===== src/rtl/lsw_diag_pkg.sv =====
package lsw_diag_pkg;
  typedef enum logic [1:0] {
    DIAG_OVL  = 2'b00,
    DIAG_GND  = 2'b01,
    DIAG_OPEN = 2'b10,
    DIAG_OK   = 2'b11
  } diag_code_e;

  // priority: overload > short to ground > open load
  function automatic diag_code_e diag_encode(input logic ovl, input logic gnd, input logic opn);
    if (ovl)      return DIAG_OVL;
    else if (gnd) return DIAG_GND;
    else if (opn) return DIAG_OPEN;
    else          return DIAG_OK;
  endfunction
endpackage


===== src/rtl/lsw_cmd_combine.sv =====
module lsw_cmd_combine #(
  parameter int N_CH  = 16,
  parameter int N_PAR = 8
) (
  input  logic [N_PAR-1:0] par_i,
  input  logic [N_CH-1:0]  ctrl_i,
  input  logic             or_mode_i,
  output logic [N_CH-1:0]  cmd_o
);
  for (genvar c = 0; c < N_CH; c++) begin : g_ch
    if (c < N_PAR) begin : g_par
      assign cmd_o[c] = or_mode_i ? (par_i[c] | ctrl_i[c]) : (par_i[c] & ctrl_i[c]);
    end else begin : g_spi
      assign cmd_o[c] = ctrl_i[c];
    end
  end
endmodule


===== src/rtl/lsw_fault_enc.sv =====
module lsw_fault_enc
  import lsw_diag_pkg::*;
#(
  parameter int N_CH        = 16,
  parameter int CH_PER_WORD = 8,
  parameter int SEL_W       = 1
) (
  input  logic              clk_i,
  input  logic              rst_ni,
  input  logic [N_CH-1:0]   ovl_i,
  input  logic [N_CH-1:0]   gnd_i,
  input  logic [N_CH-1:0]   open_i,
  input  logic              rd_stb_i,
  input  logic [SEL_W-1:0]  rd_sel_i,
  output logic [N_CH-1:0]   hold_o,
  output logic [2*N_CH-1:0] codes_o
);
  logic [N_CH-1:0] ovl_lat_q;

  for (genvar c = 0; c < N_CH; c++) begin : g_ch
    localparam logic [SEL_W-1:0] WSEL = SEL_W'(c / CH_PER_WORD);
    logic clr;
    assign clr = rd_stb_i && (rd_sel_i == WSEL);

    // set wins over clear: a read while the flag persists keeps the latch
    always_ff @(posedge clk_i or negedge rst_ni) begin
      if (!rst_ni)           ovl_lat_q[c] <= 1'b0;
      else if (clr)          ovl_lat_q[c] <= ovl_i[c];
      else if (ovl_i[c])     ovl_lat_q[c] <= 1'b1;
    end

    assign hold_o[c]        = ovl_lat_q[c] | ovl_i[c];
    assign codes_o[2*c +: 2] = diag_encode(hold_o[c], gnd_i[c], open_i[c]);
  end
endmodule


===== src/rtl/lsw_diag_pack.sv =====
module lsw_diag_pack #(
  parameter int N_CH        = 16,
  parameter int CH_PER_WORD = 8,
  parameter int SEL_W       = 1
) (
  input  logic [2*N_CH-1:0]        codes_i,
  input  logic [SEL_W-1:0]         sel_i,
  output logic [2*CH_PER_WORD-1:0] word_o,
  output logic                     any_fault_o
);
  localparam int N_WORDS = N_CH / CH_PER_WORD;
  localparam int WORD_W  = 2 * CH_PER_WORD;

  logic [WORD_W-1:0] words [N_WORDS];

  for (genvar w = 0; w < N_WORDS; w++) begin : g_word
    assign words[w] = codes_i[WORD_W*w +: WORD_W];
  end

  always_comb begin
    word_o = '1;
    for (int w = 0; w < N_WORDS; w++) begin
      if (sel_i == SEL_W'(w)) word_o = words[w];
    end
  end

  // every normal code is 2'b11
  assign any_fault_o = ~(&codes_i);
endmodule


===== src/rtl/lsw_chan_ctrl.sv =====
module lsw_chan_ctrl #(
  parameter int N_CH        = 16,
  parameter int N_PAR       = 8,
  parameter int CH_PER_WORD = 8,
  localparam int N_WORDS    = N_CH / CH_PER_WORD,
  localparam int SEL_W      = (N_WORDS > 1) ? $clog2(N_WORDS) : 1
) (
  input  logic                     clk_i,
  input  logic                     rst_ni,
  input  logic [N_PAR-1:0]         par_i,
  input  logic [N_CH-1:0]          ctrl_i,
  input  logic                     or_mode_i,
  input  logic [N_CH-1:0]          ovl_i,
  input  logic [N_CH-1:0]          gnd_i,
  input  logic [N_CH-1:0]          open_i,
  input  logic                     rd_stb_i,
  input  logic [SEL_W-1:0]         rd_sel_i,
  output logic [N_CH-1:0]          out_en_o,
  output logic [2*CH_PER_WORD-1:0] diag_word_o,
  output logic                     fault_no
);
  logic [N_CH-1:0]   cmd;
  logic [N_CH-1:0]   hold;
  logic [2*N_CH-1:0] codes;
  logic              any_fault;
  logic [N_CH-1:0]   out_en_q;
  logic              fault_nq;

  lsw_cmd_combine #(.N_CH(N_CH), .N_PAR(N_PAR)) u_cmd (
    .par_i    (par_i),
    .ctrl_i   (ctrl_i),
    .or_mode_i(or_mode_i),
    .cmd_o    (cmd)
  );

  lsw_fault_enc #(.N_CH(N_CH), .CH_PER_WORD(CH_PER_WORD), .SEL_W(SEL_W)) u_enc (
    .clk_i   (clk_i),
    .rst_ni  (rst_ni),
    .ovl_i   (ovl_i),
    .gnd_i   (gnd_i),
    .open_i  (open_i),
    .rd_stb_i(rd_stb_i),
    .rd_sel_i(rd_sel_i),
    .hold_o  (hold),
    .codes_o (codes)
  );

  lsw_diag_pack #(.N_CH(N_CH), .CH_PER_WORD(CH_PER_WORD), .SEL_W(SEL_W)) u_pack (
    .codes_i    (codes),
    .sel_i      (rd_sel_i),
    .word_o     (diag_word_o),
    .any_fault_o(any_fault)
  );

  always_ff @(posedge clk_i or negedge rst_ni) begin
    if (!rst_ni) begin
      out_en_q <= '0;
      fault_nq <= 1'b1;
    end else begin
      out_en_q <= cmd & ~hold;
      fault_nq <= ~any_fault;
    end
  end

  assign out_en_o = out_en_q;
  assign fault_no = fault_nq;
endmodule


===== config.mk =====
export PLATFORM = sky130hd
export DESIGN_NAME = lsw_chan_ctrl
export DESIGN_NICKNAME = d
export VERILOG_FILES = /design/src/rtl/lsw_diag_pkg.sv /design/src/rtl/lsw_cmd_combine.sv /design/src/rtl/lsw_fault_enc.sv /design/src/rtl/lsw_diag_pack.sv /design/src/rtl/lsw_chan_ctrl.sv
export SDC_FILE = /design/constraint.sdc
export NUM_CORES = 1
export LEC_CHECK = 0
export BUFFER_PORTS_ARGS = -buffer_cell sky130_fd_sc_hd__buf_2
export CELL_PAD_IN_SITES_DETAIL_PLACEMENT = 0
export CELL_PAD_IN_SITES_GLOBAL_PLACEMENT = 1
export CORE_ASPECT_RATIO = 1.25
export CORE_MARGIN = 2
export CORE_UTILIZATION = 29
export CTS_BUF_LIST = sky130_fd_sc_hd__clkbuf_4 sky130_fd_sc_hd__clkbuf_8 sky130_fd_sc_hd__clkbuf_16
export DETAILED_ROUTE_END_ITERATION = 12
export PLACE_DENSITY_LB_ADDON = 0.1
export SLEW_MARGIN = 10
export SYNTH_ARGS = -nofsm -noshare
export SYNTH_HDL_FRONTEND = slang
export SYNTH_SLANG_ARGS = --single-unit

===== constraint.sdc =====
create_clock -name clk_i -period 1.9 [get_ports clk_i]
set_input_delay 0.095 -clock clk_i [delete_from_list [all_inputs] [get_ports clk_i]]
set_output_delay 0.095 -clock clk_i [all_outputs]
set_load 0.05 [all_outputs]

==> impl_metrics.env, run 1 <==
export IMPL_status="finished clean"
export IMPL_avgSynthCellArea_um2=9.377
export IMPL_cp_start_kind="flop"
export IMPL_ys_seq_elements=33
export IMPL_preCtsSetupSlack_ns=0.3243
export IMPL_crit_arrival_ns=1.57
export IMPL_grt_pass1_wl_um=8121
export IMPL_synth_seq_area_share_pct=49.00
export IMPL_fp_dieH_um=89.30
export IMPL_cts_tree="built"
export IMPL_cp_cell_sequence="or4_1 > o21ai_0 > buf_2"
export IMPL_drt_first_iter_violations=48
export IMPL_critical_path_depth=3
export IMPL_hpwl_um=4310
export IMPL_path_buf_inv=1
export IMPL_critPathSlowestCell="or4_1"
export IMPL_fmax_ghz=0.5989
export IMPL_port_buffers=109
export IMPL_fin_skew_ns=0.008422
export IMPL_postSynthCellCount=180
export IMPL_rsz0062_at_grt="false"
export IMPL_tightest_slew_ns=0.7812
export IMPL_cellPowerDensity_nw_per_um2=665.4
export IMPL_r2r_start="u_enc.ovl_lat_q[6]"
export IMPL_start_util_pct=29.60
export IMPL_clock_latency_ns=0.28
export IMPL_grt_pass1_vias=1657
export IMPL_peakVddDrop_mv=0.3011
export IMPL_drc_errors=0
export IMPL_cp_max_fo=4
export IMPL_cts_setup_buffers=0
export IMPL_dpl_instance_area_um2=2320
export IMPL_synth_distinct_cells=31
export IMPL_core_um2=5702
export IMPL_clock_path_buffers=2
export IMPL_min_period_over_period_pct=87.88
export IMPL_synth_nets=257
export IMPL_ff2ff_setup_slack_ns=0.31
export IMPL_row_count=31
export IMPL_hold_ws_ns=0.004886
export IMPL_clock_sinks=33
export IMPL_maxCapViolations=0
export IMPL_syn_to_final_growth_pct=43.14
export IMPL_numCtsBuffers=5
export IMPL_clk_pin_slew_worst_paths_ns=0.07
export IMPL_r2r_cells=4
export IMPL_tns_ns=0
export IMPL_routed_wl_um=5262
export IMPL_slew_viol_final=0
export IMPL_gp_congestion=0.7770
export IMPL_pin_count=110
export IMPL_final_core_utilization_pct=42.37
export IMPL_grt_max_degree=34
export IMPL_cts_root_buffer="clkbuf_8"
export IMPL_htree_levels=2
export IMPL_grt_overflow=0
export IMPL_worstPathRequired_ns=1.80
export IMPL_yosys_warnings=0
export IMPL_cpPeakStageDelay_ns=0.50
export IMPL_final_layout_size_suffix_gt1_share_pct=42.91
export IMPL_leakage_nw=1.245
export IMPL_drt_first_pass_iters=4
export IMPL_cp_top_family="simple AND/OR/NAND/NOR gates"
export IMPL_syn_area_um2=1688
export IMPL_endpoint_kind="output pin"
export IMPL_crit_path_end="diag_word_o[6]"
export IMPL_vias=1764
export IMPL_track_usage_pct=16.90
export IMPL_dp_cells=353
export IMPL_power_mw=1.608
export IMPL_die_x_um=72.24
export IMPL_path_class="reg -> out"
export IMPL_fin_cells=362
export IMPL_viasPerCell=4.873
export IMPL_routedWlPerCell_um=14.54
export IMPL_worstSetupStartpoint="u_enc.ovl_lat_q[3]"
export IMPL_relSlewSlack_pct=47.92
export IMPL_hold_class="in -> reg"
export IMPL_finalInstanceArea_um2=2416
export IMPL_antenna_found_initial=0
export IMPL_nNetsFinal=372
export IMPL_ant_nets=0
export IMPL_period_minus_slack_ns=1.670
export IMPL_setup_ws_ns=0.2302
export IMPL_diodes=0
export IMPL_setup_violations=0
export IMPL_dieArea_um2=6450
export IMPL_finalHoldViolCount=0
export IMPL_r2r_end="fault_no"
## registers in the layout, summed over array words and instances, names as in the netlist
name	cells
u_enc.ovl_lat_q	16
out_en_o	16
fault_no	1
## timing repair
action                                 4_1_cts  5_1_grt
hold buffers                                 1        0
resized for setup                            0        0
endpoints found under the hold margin       32        0
## report_power, final
group / internal [mW] / leakage (nW) / switching (mW)
clock: 0.268 / 0.0484 / 0.255
combinational: 0.120 / 0.805 / 0.208
sequential: 0.735 / 0.391 / 0.0220
## worst min-delay path by stage
| stage | startpoint | depth (start not counted) | to | slack (ns) |
|---|---|---|---|---|
| finish | ovl_i[3] | 2 | out_en_o[3] | 0.005 |
| global route | ovl_i[4] | 2 | u_enc.ovl_lat_q[4] | 0.003 |
| CTS | ovl_i[4] | 2 | u_enc.ovl_lat_q[4] | 0.001 |
| detailed placement | rst_ni | 1 | out_en_o[2] | 0.23 |
| global placement | rst_ni | 1 | out_en_o[2] | 0.22 |
| floorplan | rst_ni | 0 | out_en_o[0] | -0.20 |
## worst reg2reg max path: cells and delay by family, from the launching register on
kind / cells / cell delay [ns]
simple gates: 3 / 0.74
compound gates: 1 / 0.41
flops: 1 / 0.39
## cell families after synthesis
| group | Yosys count | synth area share, % |
|---|---|---|
| AOI/OAI and AO/OA | 54 | 21.27 |
| DFF | 33 | 49.00 |
| muxes | 7 | 4.448 |
| and+or+nand+nor | 71 | 21.94 |
| buffers and inverters | 15 | 3.336 |
## cells in the final DEF, fill, tap and decap left out, types with 2 or more instances in the layout
cell type and instances:
buf_2 109, dfrtp_1 32, o21ai_0 21, a21o_1 15, nor2_1 14, nand2_1 13
inv_1 11, nor3_1 11, and2_1 7, nor4_1 7, a21boi_1 6, clkbuf_8 5
nand3_1 4, mux2_2 4, nand2b_1 3, o21ai_1 3, mux2i_1 3, nand4_1 3
or3_1 2, nor2b_1 2, o41ai_1 2, a2111o_1 2, a211oi_1 2, clkinv_2 2
## metal layers
layer	up-vias	share of wire (%)	track usage, %
met2	72	48	27.69
li1	891	-	-
met1	794	42	21.40
met5	-	0	0
met3	7	7.8	4.622
met4	0	1.5	6.003
## layout make-up
type,count,area [um^2]
Multi-Input combinational cell,132,812.0
Sequential cell,33,827.0
Tap cell,66,82.58
Clock inverter,2,10.01
Fill cell,615,3286
Timing Repair Buffer,111,563.0
Clock buffer,6,76.32
Inverter,12,45.04
## synthesized netlist by cell type
library cell / number / area share, %
nor2_1: 14 / 3.1
nand3b_1: 1 / 0.44
o41ai_1: 3 / 1.6
a2111o_1: 2 / 1.3
mux2_2: 4 / 2.7
inv_2: 1 / 0.22
clkbuf_1: 3 / 0.67
nand3_1: 4 / 1.2
a21o_2: 1 / 0.52
or3_1: 2 / 0.74
nor3_1: 11 / 3.3
o21ai_1: 1 / 0.30
a21o_1: 15 / 6.7
nor2b_1: 2 / 0.74
a21boi_1: 6 / 2.7
nand2_1: 13 / 2.9
nor4_2: 1 / 0.74
nand4_1: 3 / 1.1
o21ai_0: 23 / 6.8
or4_1: 1 / 0.44
nor4_1: 7 / 2.6
nor3b_1: 1 / 0.44
nand2b_1: 3 / 1.1
dfrtp_1: 32 / 47
and4_1: 1 / 0.52
dfstp_2: 1 / 1.6
inv_1: 11 / 2.4
o2111ai_1: 1 / 0.52
a211oi_1: 2 / 0.89
mux2i_1: 3 / 1.8
and2_1: 7 / 2.6
No activity file was read; power rests on OpenSTA's default activity.
==> run 2, diff against run 1 <==
--- a/config.mk
+++ b/config.mk
@@ -6,14 +6,12 @@
 export NUM_CORES = 1
 export LEC_CHECK = 0
 export BUFFER_PORTS_ARGS = -buffer_cell sky130_fd_sc_hd__buf_2
-export CELL_PAD_IN_SITES_DETAIL_PLACEMENT = 0
-export CELL_PAD_IN_SITES_GLOBAL_PLACEMENT = 1
 export CORE_ASPECT_RATIO = 1.25
 export CORE_MARGIN = 2
-export CORE_UTILIZATION = 29
+export CORE_UTILIZATION = 42
 export CTS_BUF_LIST = sky130_fd_sc_hd__clkbuf_4 sky130_fd_sc_hd__clkbuf_8 sky130_fd_sc_hd__clkbuf_16
 export DETAILED_ROUTE_END_ITERATION = 12
-export PLACE_DENSITY_LB_ADDON = 0.1
+export PLACE_DENSITY = 0.8
 export SLEW_MARGIN = 10
 export SYNTH_ARGS = -nofsm -noshare
 export SYNTH_HDL_FRONTEND = slang
==> run 2 against run 1 <==
  * Register-to-register slack about the same
  * Cell area increased by 0.47%
  * First-iteration DRC count increased by 17%
  * Combinational power decreased by 1%
  * Worst hold slack improved by 0.013 ns
  * Worst setup slack got worse by 0.021 ns
  * Fmax decreased by 1.2%
  * Routed wire length decreased by 6.3%
  * Clock power increased by 32%
  * Die area decreased by 30%
==> impl_metrics.env, run 2 (synthesis results as in run 1) <==
export IMPL_endpoint_kind="output pin"
export IMPL_port_buffers=109
export IMPL_cp_start_kind="flop"
export IMPL_routedWlPerCell_um=14.13
export IMPL_hpwl_um=4075
export IMPL_power_mw=1.771
export IMPL_ant_nets=0
export IMPL_fmax_ghz=0.5914
export IMPL_final_layout_size_suffix_gt1_share_pct=42.71
export IMPL_fillCellCount=347
export IMPL_htree_levels=2
export IMPL_slew_viol_final=0
export IMPL_multi_input_area_um2=812.0
export IMPL_tightest_slew_ns=0.7199
export IMPL_final_common_cell="buf_2"
export IMPL_cts_setup_buffers=0
export IMPL_pin_count=110
export IMPL_worstPathRequired_ns=1.80
export IMPL_maxCapViolations=0
export IMPL_seqCellArea_um2=827.0
export IMPL_vias=1802
export IMPL_diodes=0
export IMPL_start_util_pct=44.23
export IMPL_path_class="reg -> out"
export IMPL_preCtsSetupSlack_ns=0.3380
export IMPL_core_um2=3816
export IMPL_relSlewSlack_pct=52.01
export IMPL_gp_congestion=0.8721
export IMPL_setup_ws_ns=0.2091
export IMPL_layout_common_cells="buf_2 (109), dfrtp_1 (32), o21ai_0 (21)"
export IMPL_clock_path_buffers=2
export IMPL_numCtsBuffers=5
export IMPL_hold_class="in -> reg"
export IMPL_fp_dieH_um=74.88
export IMPL_clock_sinks=33
export IMPL_dieArea_um2=4545
export IMPL_min_period_over_period_pct=88.99
export IMPL_cp_max_fo=4
export IMPL_drt_first_iter_violations=56
export IMPL_grt_max_degree=34
export IMPL_fin_skew_ns=0.005543
export IMPL_row_count=25
export IMPL_setup_violations=0
export IMPL_grt_overflow=0
export IMPL_track_usage_pct=23.53
export IMPL_antenna_found_initial=0
export IMPL_finalHoldViolCount=0
export IMPL_die_x_um=60.70
export IMPL_drc_errors=0
export IMPL_grt_pass1_wl_um=7866
export IMPL_cts_root_buffer="clkbuf_8"
export IMPL_routed_wl_um=4933
export IMPL_period_minus_slack_ns=1.691
export IMPL_cellPowerDensity_nw_per_um2=729.7
export IMPL_viasPerCell=5.163
export IMPL_cts_tree="built"
export IMPL_leakage_nw=1.253
export IMPL_clk_pin_slew_worst_paths_ns=0.07
export IMPL_crit_arrival_ns=1.60
export IMPL_clock_latency_ns=0.28
export IMPL_status="finished clean"
export IMPL_nNetsFinal=371
export IMPL_grt_pass1_vias=1806
export IMPL_fin_cells=349
export IMPL_peakVddDrop_mv=0.5230
export IMPL_dp_cells=340
export IMPL_hold_ws_ns=0.01749
export IMPL_syn_to_final_growth_pct=43.81
export IMPL_rsz0062_at_grt="false"
export IMPL_drt_first_pass_iters=4
==> run 2: cell count changes in the layout (fill, tap and decap cells not counted) <==
| cell | before | now |
|---|---|---|
| buf_4 | 1 | 0 |
| bufinv_16 | 0 | 1 |
| clkbuf_8 | 5 | 6 |
| clkinv_2 | 2 | 0 |
==> run 2: critical path, stage by stage (launching register included) <==
cell and delay (ns):
dfrtp_1 0.42, or4_1 0.50, o21ai_0 0.10, buf_2 0.30
==> run 2: worst paths after layout <==
check	cells after the start	from	slack (ns)	to
setup reg to reg	4	u_enc.ovl_lat_q[6]	0.32	fault_no
setup / recovery	3	u_enc.ovl_lat_q[3]	0.21	diag_word_o[6]
max in group asynchronous	2	rst_ni	1.02	out_en_o[9]
hold reg to reg	1	u_enc.ovl_lat_q[4]	0.48	u_enc.ovl_lat_q[4]
hold / removal	2	ovl_i[4]	0.02	u_enc.ovl_lat_q[4]
min in group asynchronous	2	rst_ni	0.41	out_en_o[11]
==> run 2: what timing repair did <==
action                    in CTS  in global routing
hold buffers                   1                  0
hold endpoints to repair      32                  0
gates resized for setup        0                  0
==> run 2: report_power, final <==
part	total, mW	internal [mW]	leakage [nW]	switching [mW]
Sequential	0.758	0.735	0.391	0.0234
Clock	0.689	0.442	0.0619	0.247
Combinational	0.324	0.119	0.801	0.205
==> run 2: per-stage QoR <==
| stage | instance area [um^2] | util [%] | TNS [ns] |
|---|---|---|---|
| after floorplan | 1695 | - | -0.5767 |
| after global placement | 2297 | 60.20 | 0 |
| after detailed placement | 2297 | 60.20 | 0 |
| after CTS | 2427 | 63.61 | 0 |
| after global routing | 2427 | 63.61 | 0 |
| final | 2427 | 63.61 | 0 |
==> run 2: area by class of cell <==
class                           instances  area share (%)
Timing Repair Buffer                  110           22.89
Sequential cell                        33           34.07
Clock buffer                            7           3.711
Inverter                               12           1.856
Tap cell                               54           2.784
Multi-Input combinational cell        132           33.45
Clock inverter                          1           1.237
==> run 2: layer usage <==
metal	GRT usage, %	vias to the layer above	share of wire (%)
met5	0	-	0
met4	9.420	0	2.4
met3	5.155	11	6.0
met2	41.82	78	52
met1	27.02	834	40
li1	-	879	-
==> run 3, diff against run 2 <==
==> constraint.sdc (replaced) <==
create_clock -name clk_i -period 1.6 [get_ports clk_i]
set_input_delay 0.08 -clock clk_i [delete_from_list [all_inputs] [get_ports clk_i]]
set_output_delay 0.08 -clock clk_i [all_outputs]
set_load 0.05 [all_outputs]
==> run 3 against run 2 <==
  * Highest routed layer unchanged
  * Sequential cell count unchanged
  * Combinational power rose by 26%
  * Sequential power up 19%
  * Critical path type unchanged
  * Largest power group unchanged
==> impl_metrics.env, run 3 (synthesis results as in run 1) <==
export IMPL_track_usage_pct=22.26
export IMPL_hp_start="ctrl_i[9]"
export IMPL_maxCapViolations=0
export IMPL_finalInstanceArea_um2=2497
export IMPL_dpl_instance_area_um2=2320
export IMPL_numCtsBuffers=5
export IMPL_worstPathRequired_ns=1.52
export IMPL_crit_arrival_ns=1.48
export IMPL_cp_start_kind="flop"
export IMPL_setup_violations=0
export IMPL_nNetsFinal=378
export IMPL_pin_count=110
export IMPL_ff2ff_setup_slack_ns=0.04
export IMPL_fin_skew_ns=0.001885
export IMPL_drt_first_pass_iters=4
export IMPL_fin_cells=356
export IMPL_routed_wl_um=5013
export IMPL_vias=1854
export IMPL_worstHoldEndpoint="out_en_o[9]"
export IMPL_fmax_ghz=0.6426
export IMPL_cts_tree="built"
export IMPL_relSlewSlack_pct=49.94
export IMPL_grt_overflow=0
export IMPL_cts_root_buffer="clkbuf_8"
export IMPL_port_buffers=109
export IMPL_critPathSlowestCell="or4_1"
export IMPL_die_x_um=60.70
export IMPL_cp_cell_sequence="or4_1 > o21ai_2 > buf_6"
export IMPL_min_period_over_period_pct=97.26
export IMPL_grt_pass1_wl_um=7389
export IMPL_start_util_pct=44.23
export IMPL_drt_first_iter_violations=85
export IMPL_finalHoldViolCount=0
export IMPL_clock_sinks=33
export IMPL_grt_pass1_vias=1734
export IMPL_fp_dieH_um=74.88
export IMPL_antenna_found_initial=0
export IMPL_r2r_end="fault_no"
export IMPL_final_layout_size_suffix_gt1_share_pct=43.71
export IMPL_dieArea_um2=4545
export IMPL_clk_pin_slew_worst_paths_ns=0.07
export IMPL_final_common_cell="buf_2"
export IMPL_fillCellCount=350
export IMPL_cpPeakStageDelay_ns=0.53
export IMPL_gp_congestion=0.8256
export IMPL_r2r_cells=4
export IMPL_hpwl_um=4045
export IMPL_viasPerCell=5.208
export IMPL_rsz0062_at_grt="true"
export IMPL_ant_nets=0
export IMPL_diodes=0
export IMPL_period_minus_slack_ns=1.556
export IMPL_clock_latency_ns=0.28
export IMPL_layout_common_cells="buf_2 (101), dfrtp_1 (32), o21ai_0 (18)"
export IMPL_grt_max_degree=34
export IMPL_cellPowerDensity_nw_per_um2=795.9
export IMPL_drc_errors=0
export IMPL_endpoint_kind="output pin"
export IMPL_hold_class="in -> reg"
export IMPL_r2r_start="u_enc.ovl_lat_q[6]"
export IMPL_cp_max_fo=4
export IMPL_tns_ns=0
export IMPL_status="finished clean"
export IMPL_slew_viol_final=0
export IMPL_row_count=25
export IMPL_tightest_slew_ns=0.7508
export IMPL_path_class="reg -> out"
export IMPL_syn_to_final_growth_pct=47.96
export IMPL_core_um2=3816
export IMPL_clock_path_buffers=2
export IMPL_dp_cells=343
export IMPL_hold_depth=2
export IMPL_power_mw=1.988
export IMPL_peakVddDrop_mv=0.5124
export IMPL_leakage_nw=1.279
export IMPL_htree_levels=2
export IMPL_routedWlPerCell_um=14.08
==> run 3: changes by cell type in the layout (fill, tap and decap cells not counted) <==
| cell | change |
|---|---|
| bufinv_16 | -1 |
| dlygate4sd3_1 | +3 |
| buf_2 | -8 |
| o21ai_1 | +2 |
| buf_6 | +1 |
| o21ai_0 | -3 |
| buf_4 | +9 |
| or3_4 | +1 |
| or3_1 | -1 |
| clkbuf_4 | +3 |
| o21ai_2 | +1 |
==> run 3: power by group <==
part	total, mW	internal [mW]	switching (mW)
Sequential	0.899	0.873	0.0264
Combinational	0.408	0.159	0.249
Clock	0.681	0.385	0.296
Total	1.99	1.42	0.571
==> run 3: worst max path at each step <==
stage / from / to / slack [ns]
floorplan: u_enc.ovl_lat_q[0] / diag_word_o[0] / -0.57
CTS: u_enc.ovl_lat_q[3] / diag_word_o[6] / 0.01
global route: u_enc.ovl_lat_q[6] / fault_no / -0.01
finish: u_enc.ovl_lat_q[3] / diag_word_o[6] / 0.04
detailed placement: u_enc.ovl_lat_q[6] / fault_no / 0.04
global placement: u_enc.ovl_lat_q[6] / fault_no / 0.07
==> run 3: layout make-up <==
class                      instances  area [um^2]  share of cell area [%]
inverter                          12        45.04                   1.804
sequential                        33        827.0                   33.12
multi-input combinational        132        820.8                   32.87
tap                               54        67.56                   2.705
timing repair buffer             117        639.4                   25.60
clock buffer                       8        97.59                   3.908
==> run 3: critical path: cells and delay by family (launching register included) <==
family / cells / cell delay (ns)
compound gates: 1 / 0.08
buf+inv: 1 / 0.17
flops: 1 / 0.41
simple gates: 1 / 0.53
==> run 3: timing repair <==
item                       4_1_cts  5_1_grt
buffers inserted                 0        1
hold buffers                     4        0
hold endpoints to repair        35        0
setup endpoints to repair        2        9
pin swaps                        0        3
resized for setup                3       12
==> run 3: routing by layer <==
metal  up-vias  GRT usage [%]  wire [um]
met5         -              0          0
met2        89          39.19       2511
met1       856          26.18       1982
met4         0          7.246         83
li1        902              -          -
met3         7          5.670        435
==> run 3: stage by stage <==
stage | hold slack, ns | utilization (%) | worst slack (ns)
after floorplan | -0.2156 | - | -0.5734
after global placement | 0.1931 | 60.79 | 0.06764
after detailed placement | 0.1914 | 60.79 | 0.04105
after CTS | 0.0006983 | 64.62 | 0.01117
after global routing | 0.003108 | 65.44 | -0.01242
final | 0.002451 | 65.44 | 0.04378
